### config.mk
export PLATFORM = sky130hd
export DESIGN_NAME = apb_req_ctrl
export DESIGN_NICKNAME = d
export VERILOG_FILES = /design/src/rtl/apb_req_pkg.sv /design/src/rtl/apb_req_seq.sv /design/src/rtl/apb_req_hold.sv /design/src/rtl/apb_req_resp.sv /design/src/rtl/apb_req_ctrl.sv
export SDC_FILE = /design/constraint.sdc
export NUM_CORES = 1
export LEC_CHECK = 0
export BUFFER_PORTS_ARGS = -buffer_cell sky130_fd_sc_hd__buf_4
export CELL_PAD_IN_SITES_DETAIL_PLACEMENT = 2
export CELL_PAD_IN_SITES_GLOBAL_PLACEMENT = 2
export CORE_MARGIN = 5
export CORE_UTILIZATION = 29
export DETAILED_ROUTE_END_ITERATION = 10
export MAX_ROUTING_LAYER = met4
export PLACE_DENSITY = 0.86
export RECOVER_POWER = 25
export REMOVE_ABC_BUFFERS = 1
export SLEW_MARGIN = 20
export SYNTH_ARGS = -nofsm -noshare
export SYNTH_HDL_FRONTEND = slang
export SYNTH_HIERARCHICAL = 1
export SYNTH_SLANG_ARGS = --single-unit
### constraint.sdc
create_clock -name clk_i -period 4.7 [get_ports clk_i]
set_clock_uncertainty 0.2 [all_clocks]
set_input_delay 0.47 -clock clk_i [delete_from_list [all_inputs] [get_ports clk_i]]
set_output_delay 0.47 -clock clk_i [all_outputs]
set_load 0.02 [all_outputs]
### src/rtl/apb_req_pkg.sv
package apb_req_pkg;
  localparam int unsigned PROT_W = 3;

  typedef enum logic [1:0] {
    ST_IDLE   = 2'd0,
    ST_SETUP  = 2'd1,
    ST_ACCESS = 2'd2
  } bus_state_e;
endpackage

### src/rtl/apb_req_seq.sv
module apb_req_seq
  import apb_req_pkg::*;
(
  input  logic clk_i,
  input  logic rst_ni,
  input  logic cmd_valid_i,
  input  logic pready_i,
  output logic cmd_ready_o,
  output logic accept_o,
  output logic complete_o,
  output logic psel_o,
  output logic penable_o
);
  bus_state_e state_q, state_d;

  always_comb begin
    complete_o  = (state_q == ST_ACCESS) && pready_i;
    cmd_ready_o = (state_q == ST_IDLE) || complete_o;
    accept_o    = cmd_valid_i && cmd_ready_o;
  end

  always_comb begin
    state_d = state_q;
    unique case (state_q)
      ST_IDLE:   if (accept_o) state_d = ST_SETUP;
      ST_SETUP:  state_d = ST_ACCESS;
      ST_ACCESS: if (pready_i) state_d = accept_o ? ST_SETUP : ST_IDLE;
      default:   state_d = ST_IDLE;
    endcase
  end

  always_ff @(posedge clk_i) begin
    if (!rst_ni) state_q <= ST_IDLE;
    else         state_q <= state_d;
  end

  assign psel_o    = (state_q != ST_IDLE);
  assign penable_o = (state_q == ST_ACCESS);
endmodule

### src/rtl/apb_req_hold.sv
module apb_req_hold
  import apb_req_pkg::*;
#(
  parameter int unsigned ADDR_W = 32,
  parameter int unsigned DATA_W = 32,
  localparam int unsigned STRB_W = DATA_W / 8
) (
  input  logic              clk_i,
  input  logic              rst_ni,
  input  logic              accept_i,
  input  logic              cmd_write_i,
  input  logic [ADDR_W-1:0] cmd_addr_i,
  input  logic [DATA_W-1:0] cmd_wdata_i,
  input  logic [STRB_W-1:0] cmd_strb_i,
  input  logic [PROT_W-1:0] cmd_prot_i,
  output logic              pwrite_o,
  output logic [ADDR_W-1:0] paddr_o,
  output logic [DATA_W-1:0] pwdata_o,
  output logic [STRB_W-1:0] pstrb_o,
  output logic [PROT_W-1:0] pprot_o
);
  always_ff @(posedge clk_i) begin
    if (!rst_ni) begin
      pwrite_o <= 1'b0;
      paddr_o  <= '0;
      pwdata_o <= '0;
      pstrb_o  <= '0;
      pprot_o  <= '0;
    end else if (accept_i) begin
      pwrite_o <= cmd_write_i;
      paddr_o  <= cmd_addr_i;
      pwdata_o <= cmd_wdata_i;
      // reads carry no strobes
      pstrb_o  <= cmd_write_i ? cmd_strb_i : '0;
      pprot_o  <= cmd_prot_i;
    end
  end
endmodule

### src/rtl/apb_req_resp.sv
module apb_req_resp #(
  parameter int unsigned DATA_W = 32
) (
  input  logic              clk_i,
  input  logic              rst_ni,
  input  logic              complete_i,
  input  logic              is_write_i,
  input  logic [DATA_W-1:0] prdata_i,
  input  logic              pslverr_i,
  output logic              done_o,
  output logic [DATA_W-1:0] rdata_o,
  output logic              err_o
);
  always_ff @(posedge clk_i) begin
    if (!rst_ni) begin
      done_o  <= 1'b0;
      rdata_o <= '0;
      err_o   <= 1'b0;
    end else begin
      done_o <= complete_i;
      if (complete_i) begin
        rdata_o <= is_write_i ? '0 : prdata_i;
        err_o   <= pslverr_i;
      end
    end
  end
endmodule

### src/rtl/apb_req_ctrl.sv
module apb_req_ctrl
  import apb_req_pkg::*;
#(
  parameter int unsigned ADDR_W = 32,
  parameter int unsigned DATA_W = 32,
  localparam int unsigned STRB_W = DATA_W / 8
) (
  input  logic              clk_i,
  input  logic              rst_ni,
  input  logic              cmd_valid_i,
  output logic              cmd_ready_o,
  input  logic              cmd_write_i,
  input  logic [ADDR_W-1:0] cmd_addr_i,
  input  logic [DATA_W-1:0] cmd_wdata_i,
  input  logic [STRB_W-1:0] cmd_strb_i,
  input  logic [PROT_W-1:0] cmd_prot_i,
  output logic              rsp_done_o,
  output logic [DATA_W-1:0] rsp_rdata_o,
  output logic              rsp_err_o,
  output logic              psel_o,
  output logic              penable_o,
  output logic              pwrite_o,
  output logic [ADDR_W-1:0] paddr_o,
  output logic [DATA_W-1:0] pwdata_o,
  output logic [STRB_W-1:0] pstrb_o,
  output logic [PROT_W-1:0] pprot_o,
  input  logic [DATA_W-1:0] prdata_i,
  input  logic              pready_i,
  input  logic              pslverr_i
);
  logic accept, complete;

  apb_req_seq seq_i (
    .clk_i       (clk_i),
    .rst_ni      (rst_ni),
    .cmd_valid_i (cmd_valid_i),
    .pready_i    (pready_i),
    .cmd_ready_o (cmd_ready_o),
    .accept_o    (accept),
    .complete_o  (complete),
    .psel_o      (psel_o),
    .penable_o   (penable_o)
  );

  apb_req_hold #(.ADDR_W(ADDR_W), .DATA_W(DATA_W)) hold_i (
    .clk_i       (clk_i),
    .rst_ni      (rst_ni),
    .accept_i    (accept),
    .cmd_write_i (cmd_write_i),
    .cmd_addr_i  (cmd_addr_i),
    .cmd_wdata_i (cmd_wdata_i),
    .cmd_strb_i  (cmd_strb_i),
    .cmd_prot_i  (cmd_prot_i),
    .pwrite_o    (pwrite_o),
    .paddr_o     (paddr_o),
    .pwdata_o    (pwdata_o),
    .pstrb_o     (pstrb_o),
    .pprot_o     (pprot_o)
  );

  apb_req_resp #(.DATA_W(DATA_W)) resp_i (
    .clk_i      (clk_i),
    .rst_ni     (rst_ni),
    .complete_i (complete),
    .is_write_i (pwrite_o),
    .prdata_i   (prdata_i),
    .pslverr_i  (pslverr_i),
    .done_o     (rsp_done_o),
    .rdata_o    (rsp_rdata_o),
    .err_o      (rsp_err_o)
  );
endmodule

Yosys cells after proc, flatten, opt, wreduce, memory -nomap -nowiden. Index checks and enable logic that the tools add are counted.

Input bits: 109. Logic and storage cells: 25. Output and inout bits: 109. Register bits after elaboration: 108.

Reductions and logical operators: 6. Equality and inequality tests: 4. Muxes and demuxes: 6.

Operators with widths (number): $mux W32 (1); $pmux W2 S3 (1); $mux W2 (2); $mux W4 (1); $ne A2 B1 Y1 const B (2); $eq A2 B1 Y1 const B (1); $eq A2 B2 Y1 const B (1); $logic_and A1 B1 Y1 (2); $logic_not A2 Y1 (1); $reduce_and A2 Y1 (1); $reduce_bool A2 Y1 (1); $logic_or A1 B1 Y1 (1); $mux W1 (1).

Depth between registers and ports, before layout.
Word-level depth: 7. Depth in mapped cells: 7. Depth with buffers taken out: 4.

Cells and area by module. The synthesis kept the hierarchy.

Modules (own cells, without submodules): apb_req_hold (area an instance 2777.7 um2, times used 1, cells each 237, seq. area each 1441.4 um2); apb_req_resp (area an instance 1440.1 um2, times used 1, cells each 147, seq. area each 680.7 um2); apb_req_seq (area an instance 121.4 um2, times used 1, cells each 12, seq. area each 40.0 um2).

Worst setup path after synthesis. No wires, ideal clock.

Path kind: register to register. Start: reg seq_i.state_q[1]. End: reg resp_i.rdata_o[10]. Period minus slack after synthesis: 1.709 ns. Arrival: 1.394 ns. Setup slack: 2.991 ns. Path buffers: 1. Stages on the path, launching flop included: 6. Required time: 4.385 ns. Library setup time: 0.115 ns. Cell sequence: dfxtp_1 nor2b_1 and2_1 buf_2 nand3b_1 o21ai_2.

Cells in the longest elaborated chain, start to end: 2.

Ends and longest elaborated chain: from (decl) (RTL line apb_req_seq.sv:14) `bus_state_e state_q, state_d;`; from (signal assigned) (RTL line apb_req_seq.sv:34) `else state_q <= state_d;`; $eq A2 B2 Y1; net penable_o (RTL line apb_req_ctrl.sv:21) `output logic penable_o,`; $logic_and A1 B1 Y1 (RTL line apb_req_seq.sv:17) `complete_o = (state_q == ST_ACCESS) && pready_i;`; net complete (RTL line apb_req_ctrl.sv:31) `logic accept, complete;`; to (signal assigned) (RTL line apb_req_resp.sv:22) `rdata_o <= is_write_i ? '0 : prdata_i;`; to (decl) (RTL line apb_req_resp.sv:11) `output logic [DATA_W-1:0] rdata_o,`.

The timed path passes the listed nets, and every way through them passes these cells. A chain may end at the register's enable or synchronous reset.

Final worst setup path.
Start: reg seq_i.state_q[0]. End: reg resp_i.rdata_o[31].

Cells in the longest elaborated chain, start to end: 2.

Ends and longest elaborated chain (RTL line): $eq A2 B2 Y1 (apb_req_seq.sv:17); $logic_and A1 B1 Y1 (apb_req_seq.sv:17); net complete (apb_req_ctrl.sv:31).

The timed path passes the listed nets, and every way through them passes these cells.

==> results.txt <==
- The worst hold path passes through 3 cells.
- Once detailed placement completed, the half-perimeter wirelength came to about 11,000 um.
- Transition at the pin with the smallest max-transition slack: 0.822 ns
* Vias per cell: around 4.6
- Upper clock frequency limit: between 0.5 and 0.6 GHz
- Routability-driven placement finished with a final weighted congestion of 0.744.
- Endpoint class of the critical path: flip-flop
- Across all setup checks in the final design, the least slack found is around 2.7 ns.
- Num ports: between 200 and 250
- Compared with the post-synthesis result, the final layout area differs by 39.8%.
- Internal cell power: between 1 and 1.5 mW
* Most used cells in the layout excluding fill and tap cells: sky130_fd_sc_hd__buf_4 (166), sky130_fd_sc_hd__dfxtp_1 (108), sky130_fd_sc_hd__nor2b_1 (70)
* Library cell with the largest summed area after synthesis: sky130_fd_sc_hd__dfxtp_1
* Die X-Extent: approximately 130 um
- Period minus WS final: 2.00 ns
* Min-Delay Endpoint: resp_i/rdata_o[11]$_SDFFE_PN0P_
- In this run the tightest slew margin relative to its limit is 0.452.
- Clock insertion delay at the later pin of the skew report: 0.34 ns
* Height of the chip: approximately 130 um
* Average cell area after synthesis: approximately 11 um2
* Total Routing Usage GR: 0.164
- Final Hold Viols: 0
* Buffers on Ports: ~220
* Hold buffer count at CTS: 0
- The synthesized netlist contains 24 unique library cells.
- After detailed routing, the number of remaining DRC violations is 0.
* Arrival time of the worst setup path: ~2.0 ns
* Peak VDD IR: between 0.1 and 0.15 mV
- Critical path's largest stage delay: 0.48 ns
- WS Path Type: flip-flop to flip-flop
- Pwr/cell area: 337 mW/mm2
* Combinational share of power: 0.171
- At the end of the flow, the number of nets in the layout was roughly 710.
* Number of enable flip-flop cells after synthesis: 0
- Detailed Routing Iterations Pass 1: 4
- Clock network fraction of total power: 0.345
- Counting cells, the worst reg-to-reg path comes to 5.
* Status: finished clean
- After detailed routing, the average wire length per cell comes to roughly 18 um.
- Top layer reached by signal wires: met4
- STA puts the critical path data required time at between 4 and 5 ns.
* Total placed instance area: between 0.005 and 0.006 mm2
- Clock edge transition at the registers on the reported setup and hold paths: approximately 0.070 ns
- After routing the design area is roughly 0.0061 mm2.
- Power consumption: 2.05 mW
- In this run the cell area of the synthesized design comes to 0.00434 mm2.
* Unrepaired setup endpoints after global routing: no
* Worst hold-check path type: input pin to flip-flop
- Fraction of layout instances using a drive strength above 1: 0.359
- The core region is 0.0146 mm2.
* Sw frac: 0.267
- R2R Setup Slk: approximately 2.7 ns
- For this configuration, the core starts out at a cell density of 0.297.
* Post-route clock period utilization: 0.426
- In the synthesized netlist the async set-or-reset flop fraction comes to 0.
- The tree is rooted in a sky130_fd_sc_hd__clkbuf_16.
* Most common library cell in the layout ignoring fill and taps: sky130_fd_sc_hd__buf_4
- The routed design has 14,200 um of wire.
- The floorplan step defined a die boundary enclosing 0.0175 mm2.
- Together, buffers and inverters on the worst path number 1.
* Top cell type's share of synthesized area: 0.498
- Number of instances resized during post-cts repair: 0
- For this run, the leading register cell type out of synthesis is sky130_fd_sc_hd__dfxtp_1.
* Ys Warns: 6
- H-tree lvl count: 3
- Maximum Capacitance Violations: 0
* Leakage Power: around 2.6 nW
- Total number of vias: 3,629
- Number of buffers inserted to repair setup after CTS: 0
* Startpoint of the most critical hold path: prdata_i[11]
* Worst reg2reg path startpoint: seq_i/state_q[0]$_SDFFE_PN0P_
* Met3 routed wirelength: approximately 1300 um
- Num CTS Buffers: 9
* Share of power burned in registers: 0.484
- The worst setup path is launched from a flip-flop.
- The detail route stage leaves a number of antenna-violating nets equal to 0.
* Initial antenna violation count: 0
- Fill cell instance count of the final layout: between 1,500 and 2,000
* Post-synthesis sequential area ratio: 0.498
* Pin count of the biggest net entering global routing: 91
- Along the worst path, the maximum fanout reaches 36.
- Synthesis produced slightly below 400 cells.
- Ranked by total cell area, the synthesized netlist is headed by sky130_fd_sc_hd__dfxtp_1 (50%), sky130_fd_sc_hd__mux2i_1 (16%), sky130_fd_sc_hd__nor2b_1 (10%).
- Switching power total: ~0.55 mW
- In this run the core area contains 44 standard-cell rows.
- Clock net sink count: ~110
- Prior to clock tree synthesis, the placed netlist has a worst setup slack of ~2.5 ns.
* Finish-stage setup viols: 0
- Met1 layer wirelength in the final routing: 5740 um
* Gate family responsible for the most delay along the worst path: simple AND/OR/NAND/NOR gates
* Fin util: 0.416
* First DRT Iteration DRCs: 71
* Clk buf depth: 2
- Register bit count reported by yosys: 108
- In the detailed route, the total length drawn on met2 is roughly 7000 um.
* Reg2reg end: resp_i/rdata_o[31]$_SDFFE_PN0P_
- Final Max Tran Viols: 0
* Slowest stage cell, crit path: sky130_fd_sc_hd__dfxtp_1
* Global route total overflow: 0
* Antenna diodes: 0
* CTS tree: yes
* Vias in the first global route: just over 4,000
- Global-route wire length before repair: approximately 23,000 um
- Cell-by-cell trace of the critical path: nor2b_1 > and2_1 > buf_4 > nand2b_4 > o21ai_0
==> registers in the layout (all words and copies together) (netlist names) <==
name / count
hold_i/paddr_o: 32
hold_i/pwdata_o: 32
resp_i/rdata_o: 32
hold_i/pstrb_o: 4
hold_i/pprot_o: 3
seq_i/state_q: 2
hold_i/pwrite_o: 1
resp_i/done_o: 1
resp_i/err_o: 1
==> per-layer routing <==
layer / up-vias / GRT usage
met4: 0 / 0.0566
met2: 155 / 0.267
li1: 1735 / -
met5: - / -
met3: 17 / 0.0683
met1: 1722 / 0.181
==> worst max-delay path by stage <==
stage	start	endpoint	slack, ns	depth (start not counted)
after floorplan	pready_i	hold_i/paddr_o[0]$_SDFFE_PN0P_	-4.09	4
after global placement	rst_ni	resp_i/rdata_o[18]$_SDFFE_PN0P_	2.54	4
after detailed placement	rst_ni	resp_i/rdata_o[19]$_SDFFE_PN0P_	2.48	4
after CTS	seq_i/state_q[0]$_SDFFE_PN0P_	resp_i/rdata_o[31]$_SDFFE_PN0P_	2.65	5
after global routing	seq_i/state_q[0]$_SDFFE_PN0P_	resp_i/rdata_o[31]$_SDFFE_PN0P_	2.52	5
final	seq_i/state_q[0]$_SDFFE_PN0P_	resp_i/rdata_o[31]$_SDFFE_PN0P_	2.70	5
==> area by class of cell <==
class	instances	area, um2	share of cell area
clock inverters	4	25.0	0.00413
inverters	1	3.75	0.000619
clock buffers	12	246	0.0406
multi-input cells	257	1930	0.319
well taps	184	230	0.0380
flip-flops and latches	108	2160	0.357
repair buffers	220	1470	0.242
==> synth_stat cells (all sizes together), types with 2 or more instances <==
cell,instances
and2,2
buf,22
clkbuf,8
dfxtp,108
mux2i,69
nand2,36
nand3b,36
nand4,4
nor2b,71
o21ai,31
==> worst register-to-register path, delay by kind of cell, from the launching register on <==
| family | cells | cell delay [ns] |
|---|---|---|
| DFF | 1 | 0.48 |
| and+or+nand+nor | 3 | 0.76 |
| AOI/OAI and AO/OA | 1 | 0.18 |
| buffers and inverters | 1 | 0.23 |
==> through the flow <==
step / std cells / hold slack (ns) / TNS (ns)
finish: 786 / 0.173 / 0
global route: 786 / 0.162 / 0
CTS: 786 / 0.155 / 0
detailed placement: 770 / 0.273 / 0
global placement: 770 / 0.259 / 0
floorplan: 366 / 0.306 / -294.44
==> power by group through the flow <==
stage          Clock (mW)  Sequential [mW]  Combinational, mW
3_5_place_dp            0             1.01              0.375
6_report            0.706            0.990              0.349
5_1_grt             0.772            0.996              0.378
2_1_floorplan           0             1.06              0.147
3_3_place_gp            0             1.01              0.361
4_1_cts             0.742            0.991              0.377
==> kinds of logic after synthesis <==
| group | after synthesis | share of synthesized area |
|---|---|---|
| AOI/OAI and AO/OA | 32 | 0.0637 |
| buffers and inverters | 31 | 0.0577 |
| DFF | 108 | 0.498 |
| muxes | 69 | 0.159 |
| and+or+nand+nor | 156 | 0.221 |
Power figures use the tool's default switching activity.
